<file path="src/rtl/redir_pkg.sv">
package redir_pkg;
    // Trigger classification of one execute slot
    typedef enum logic [1:0] {
        RK_NONE   = 2'd0,
        RK_BRANCH = 2'd1,
        RK_MEMORD = 2'd2
    } redir_kind_e;
endpackage

</file>
<file path="src/rtl/redir_slot_eval.sv">
module redir_slot_eval
    import redir_pkg::*;
(
    input  logic        valid,
    input  logic        squashed,
    input  logic        mispred,
    input  logic        mem_viol,
    output redir_kind_e kind
);
    always_comb begin
        kind = RK_NONE;
        if (valid && !squashed) begin
            // branch mispredict outranks an ordering violation
            if (mispred) begin
                kind = RK_BRANCH;
            end else if (mem_viol) begin
                kind = RK_MEMORD;
            end
        end
    end
endmodule

</file>
<file path="src/rtl/redir_oldest_pick.sv">
module redir_oldest_pick
    import redir_pkg::*;
#(
    parameter int W     = 4,
    parameter int IDX_W = 2
) (
    input  logic [2*W-1:0]   kinds_flat,
    output logic             hit,
    output logic [IDX_W-1:0] idx,
    output redir_kind_e      kind
);
    always_comb begin
        hit  = 1'b0;
        idx  = '0;
        kind = RK_NONE;
        // walk youngest to oldest so the oldest trigger is left standing
        for (int i = W - 1; i >= 0; i--) begin
            if (kinds_flat[2*i +: 2] != 2'b00) begin
                hit  = 1'b1;
                idx  = IDX_W'(i);
                kind = redir_kind_e'(kinds_flat[2*i +: 2]);
            end
        end
    end
endmodule

</file>
<file path="src/rtl/redir_gen.sv">
module redir_gen
    import redir_pkg::*;
#(
    parameter int W          = 4,
    parameter int SEQ_W      = 16,
    parameter int PC_W       = 32,
    parameter int CNT_W      = 16,
    parameter int INST_BYTES = 4
) (
    input  logic               clk,
    input  logic               rst,
    input  logic [W-1:0]       slot_valid,
    input  logic [W-1:0]       slot_squashed,
    input  logic [W-1:0]       slot_mispred,
    input  logic [W-1:0]       slot_pred_taken,
    input  logic [W*SEQ_W-1:0] slot_seq,
    input  logic [W*PC_W-1:0]  slot_pc,
    input  logic [W*PC_W-1:0]  slot_npc,
    input  logic               mem_viol,
    input  logic [SEQ_W-1:0]   mem_viol_seq,
    output logic               rd_valid,
    output logic [SEQ_W-1:0]   rd_seq,
    output logic [PC_W-1:0]    rd_pc,
    output logic [PC_W-1:0]    rd_npc,
    output logic               rd_br_mispred,
    output logic               rd_taken,
    output logic [SEQ_W-1:0]   rd_viol_seq,
    output logic [CNT_W-1:0]   cnt_taken_wrong,
    output logic [CNT_W-1:0]   cnt_mem_order
);
    localparam int IDX_W = (W > 1) ? $clog2(W) : 1;

    typedef struct packed {
        logic             vld;
        logic [SEQ_W-1:0] seq;
        logic [PC_W-1:0]  pc;
        logic [PC_W-1:0]  npc;
        logic             br;
        logic             taken;
        logic [SEQ_W-1:0] viol_seq;
        logic [CNT_W-1:0] cnt_tw;
        logic [CNT_W-1:0] cnt_mem;
    } state_t;

    state_t st_d, st_q;

    logic [2*W-1:0]   kinds_flat;
    logic             pick_hit;
    logic [IDX_W-1:0] pick_idx;
    redir_kind_e      pick_kind;

    for (genvar g = 0; g < W; g++) begin : g_slot
        redir_kind_e kind_g;
        redir_slot_eval u_eval (
            .valid    (slot_valid[g]),
            .squashed (slot_squashed[g]),
            .mispred  (slot_mispred[g]),
            .mem_viol (mem_viol),
            .kind     (kind_g)
        );
        assign kinds_flat[2*g +: 2] = kind_g;
    end

    redir_oldest_pick #(.W(W), .IDX_W(IDX_W)) u_pick (
        .kinds_flat (kinds_flat),
        .hit        (pick_hit),
        .idx        (pick_idx),
        .kind       (pick_kind)
    );

    logic [SEQ_W-1:0] sel_seq;
    logic [PC_W-1:0]  sel_pc;
    logic [PC_W-1:0]  sel_npc;
    logic             sel_pt;

    always_comb begin
        sel_seq = slot_seq[pick_idx*SEQ_W +: SEQ_W];
        sel_pc  = slot_pc[pick_idx*PC_W +: PC_W];
        sel_npc = slot_npc[pick_idx*PC_W +: PC_W];
        sel_pt  = slot_pred_taken[pick_idx];
    end

    always_comb begin
        st_d          = st_q;
        st_d.vld      = 1'b0;
        st_d.seq      = '0;
        st_d.pc       = '0;
        st_d.npc      = '0;
        st_d.br       = 1'b0;
        st_d.taken    = 1'b0;
        st_d.viol_seq = '0;
        if (pick_hit) begin
            st_d.vld = 1'b1;
            st_d.seq = sel_seq;
            st_d.npc = sel_npc;
            if (pick_kind == RK_BRANCH) begin
                st_d.br    = 1'b1;
                st_d.pc    = sel_pc;
                st_d.taken = (sel_npc != (sel_pc + PC_W'(INST_BYTES)));
                if (sel_pt) begin
                    st_d.cnt_tw = st_q.cnt_tw + CNT_W'(1);
                end
            end else begin
                st_d.viol_seq = mem_viol_seq;
                st_d.cnt_mem  = st_q.cnt_mem + CNT_W'(1);
            end
        end
    end

    always_ff @(posedge clk) begin
        if (rst) begin
            st_q <= '0;
        end else begin
            st_q <= st_d;
        end
    end

    assign rd_valid        = st_q.vld;
    assign rd_seq          = st_q.seq;
    assign rd_pc           = st_q.pc;
    assign rd_npc          = st_q.npc;
    assign rd_br_mispred   = st_q.br;
    assign rd_taken        = st_q.taken;
    assign rd_viol_seq     = st_q.viol_seq;
    assign cnt_taken_wrong = st_q.cnt_tw;
    assign cnt_mem_order   = st_q.cnt_mem;
endmodule

</file>
<file path="config.mk">
export PLATFORM = sky130hd
export DESIGN_NAME = redir_gen
export DESIGN_NICKNAME = d
export VERILOG_FILES = /design/src/rtl/redir_pkg.sv /design/src/rtl/redir_slot_eval.sv /design/src/rtl/redir_oldest_pick.sv /design/src/rtl/redir_gen.sv
export SDC_FILE = /design/constraint.sdc
export NUM_CORES = 1
export LEC_CHECK = 0
export BUFFER_PORTS_ARGS = -buffer_cell sky130_fd_sc_hd__buf_2
export CAP_MARGIN = 20
export CORE_AREA = 4 4 189 191
export CTS_BUF_LIST = sky130_fd_sc_hd__clkbuf_4 sky130_fd_sc_hd__clkbuf_8
export CTS_CLUSTER_DIAMETER = 50
export CTS_CLUSTER_SIZE = 12
export DETAILED_ROUTE_END_ITERATION = 7
export DIE_AREA = 0 0 193 195
export PLACE_DENSITY_LB_ADDON = 0.3
export SYNTH_ARGS = -nofsm -noshare
export SYNTH_HDL_FRONTEND = slang
export SYNTH_SLANG_ARGS = --single-unit
</file>
<file path="constraint.sdc">
create_clock -name clk -period 4.6 [get_ports clk]
set_input_delay 0.46 -clock clk [delete_from_list [all_inputs] [get_ports clk]]
set_output_delay 0.46 -clock clk [all_outputs]
set_load 0.02 [all_outputs]
</file>
==> impl_metrics.ini <==
[status]
status = finished clean

[floorplanning]
rows = 68
core_um2 = 34100
fp.dieW_um = 193
fp.dieH_um = 195
start_util = 0.233
die_area_um2 = 37600
io_pins = 486

[place]
gp_congestion = 0.928
place_ws_ns = 0.310
placed_cell_area_um2 = 11000
numPortBuffers = 485
dpl.hpwl_um = 35200

[finish]
fin_area_um2 = 11500
drive_gt1_frac = 0.417
syn_to_final_growth_pct = 44.6
nNetsFinal = 1789

[setup_path]
start_kind = input port
crit_type = in -> reg
cp.required_ns = 4.94
cp-end-kind = flip-flop
cp.arrival_ns = 4.22
critPathMaxFanout = 13

[clock_tree]
cts_max_level = 4
post_cts_buffers = 0
clk_latency_ns = 0.45
cts_root_buf = clkbuf_8
cts_resized = 0
cts_buffers = 17
clk_pin_slew_ns = 0.09
clk_path_buf_depth = 2
cts_tree = yes
cts_hold_buf = 0
clkSinkCount = 131

[synth]
ys_types = 75
ys_top_cells_by_count = dfxtp_1 (131), nor2_1 (94), nand2_1 (76)
synth.avg_cell_area_um2 = 8.35
synth_cells = 952
synth.most_common_cell = dfxtp_1
yosys.area.top_type = dfxtp_1
yosysTopAreaCellShare = 0.330
ys.warnings.count = 0
synth_area_leaders = dfxtp_1 (33%), mux4_2 (4.8%), mux2i_1 (4.5%)
ys_seq_area_frac = 0.330
synth-edff-count = 0
ys_ff_latch = 131
synth_nets = 1310
syn_area_um2 = 7950
synthFlopType = dfxtp_1
async_flop_share = 0

[grt]
antenna_found_initial = 9
grt.total_usage = 0.217
grt_pass1_vias = 9405
grt_max_degree = 35
globalRouteOverflowTotal = 0
grt_first_pass_wirelength_um = 60500

[sta]
finalHoldViolations = 0
max-slew-margin-rel = 0.393
period_needed_ns = 3.88
rsz0062_at_grt = false
setup_slack_ns = 0.723
worst_pin_slew_ns = 0.910
post-route-period-util = 0.843
setup-violations-final = 0
drv_slew = 0
clock_skew_ns = 0.0182
clock.fmax_mhz = 258
tns_ns = 0

[route]
via_per_inst = 4.96
route.vias.total = 9441
ant_nets = 0
remaining_drc_errors = 0
first_pass_iters = 6
drt_iter0_markers = 393
wl_um = 42700
wl_per_cell_um = 22.4

[pwr]
powerDensity_nw_per_um2 = 302
p_leak_nw = 5.46
ir_drop_mv = 0.172

[flow_run]
cap_violations = 0

[worst_hold_path]
worstHoldPathType = in -> reg
[state kept, by name, summed over array words and instances, names as in the netlist]
register         cells
cnt_mem_order       16
cnt_taken_wrong     16
rd_br_mispred        1
rd_npc              32
rd_pc               32
rd_seq              16
rd_taken             1
rd_valid             1
rd_viol_seq         16
[worst max-delay path: stages]
cell      delay, ns
buf_2          0.16
or2_4          0.34
a222oi_1       0.51
buf_4          0.29
a221o_1        0.23
nor2_1         0.10
nor4_1         0.58
and4_1         0.49
mux2i_1        0.24
o22ai_1        0.10
nor4_1         0.31
nand4_1        0.15
o31a_1         0.25
[metal layers]
layer / up-vias / GRT usage / share of wire
met5: - / 0 / 0.0013
met4: 10 / 0.0632 / 0.029
met3: 65 / 0.0479 / 0.065
met2: 398 / 0.375 / 0.49
met1: 4516 / 0.269 / 0.41
li1: 4452 / - / -
[logic make-up after synthesis]
family          Yosys count  share of synthesized area
simple gates            397                      0.254
fa+ha+maj                 3                    0.00472
mux                      53                     0.0935
buf+inv                  83                     0.0442
xor+xnor                 61                     0.0672
compound gates          224                      0.206
flops                   131                      0.330
[stage by stage]
step           total power [mW]  hold WS, ns   util  cells
6_report                   3.48        0.193  0.337   1903
5_1_grt                    3.67        0.142  0.337   1902
4_1_cts                    3.53        0.142  0.337   1899
3_5_place_dp               2.37        0.494  0.323   1867
3_3_place_gp               2.37        0.482  0.323   1867
2_1_floorplan              1.87        0.566      -    952
[path summary, 6_finish.rpt]
check / start / end / slack (ns) / cells after the start
worst max-delay path: mem_viol / rd_taken / 0.72 / 13
worst min-delay path: mem_viol_seq[10] / rd_viol_seq[10] / 0.19 / 2
worst max register to register: cnt_mem_order[0] / cnt_mem_order[8] / 2.82 / 5
worst min register to register: cnt_mem_order[10] / cnt_mem_order[10] / 0.51 / 2
[cell usage in the layout (no fill, tap or decap), types with 22 or more instances in the layout]
cell type | synthesis | layout
a21oi_1 | 38 | 37
and2_1 | 57 | 56
buf_4 | 2 | 43
nor3_1 | 22 | 22
nor2_1 | 94 | 92
o21ai_0 | 35 | 33
nand3_1 | 45 | 45
buf_2 | 19 | 485
xnor2_1 | 34 | 34
nand2_1 | 76 | 76
mux2i_1 | 36 | 36
dfxtp_1 | 131 | 131
xor2_1 | 27 | 27
[area by class of cell]
type | instances | area [um2]
antenna | 4 | 10.0
clock inverter | 13 | 196
clock buffer | 19 | 249
inverter | 14 | 52.6
sequential | 131 | 2620
fill | 3658 | 22600
tap | 455 | 569
multi-input combinational | 738 | 5020
timing repair buffer | 529 | 2770
[where the power goes]
part | internal [mW] | total, mW | switching (mW) | leakage (nW)
Clock | 0.614 | 1.13 | 0.518 | 0.224
Sequential | 1.19 | 1.21 | 0.0201 | 1.07
Combinational | 0.461 | 1.13 | 0.668 | 4.16
(Power assumes the default switching activity.)
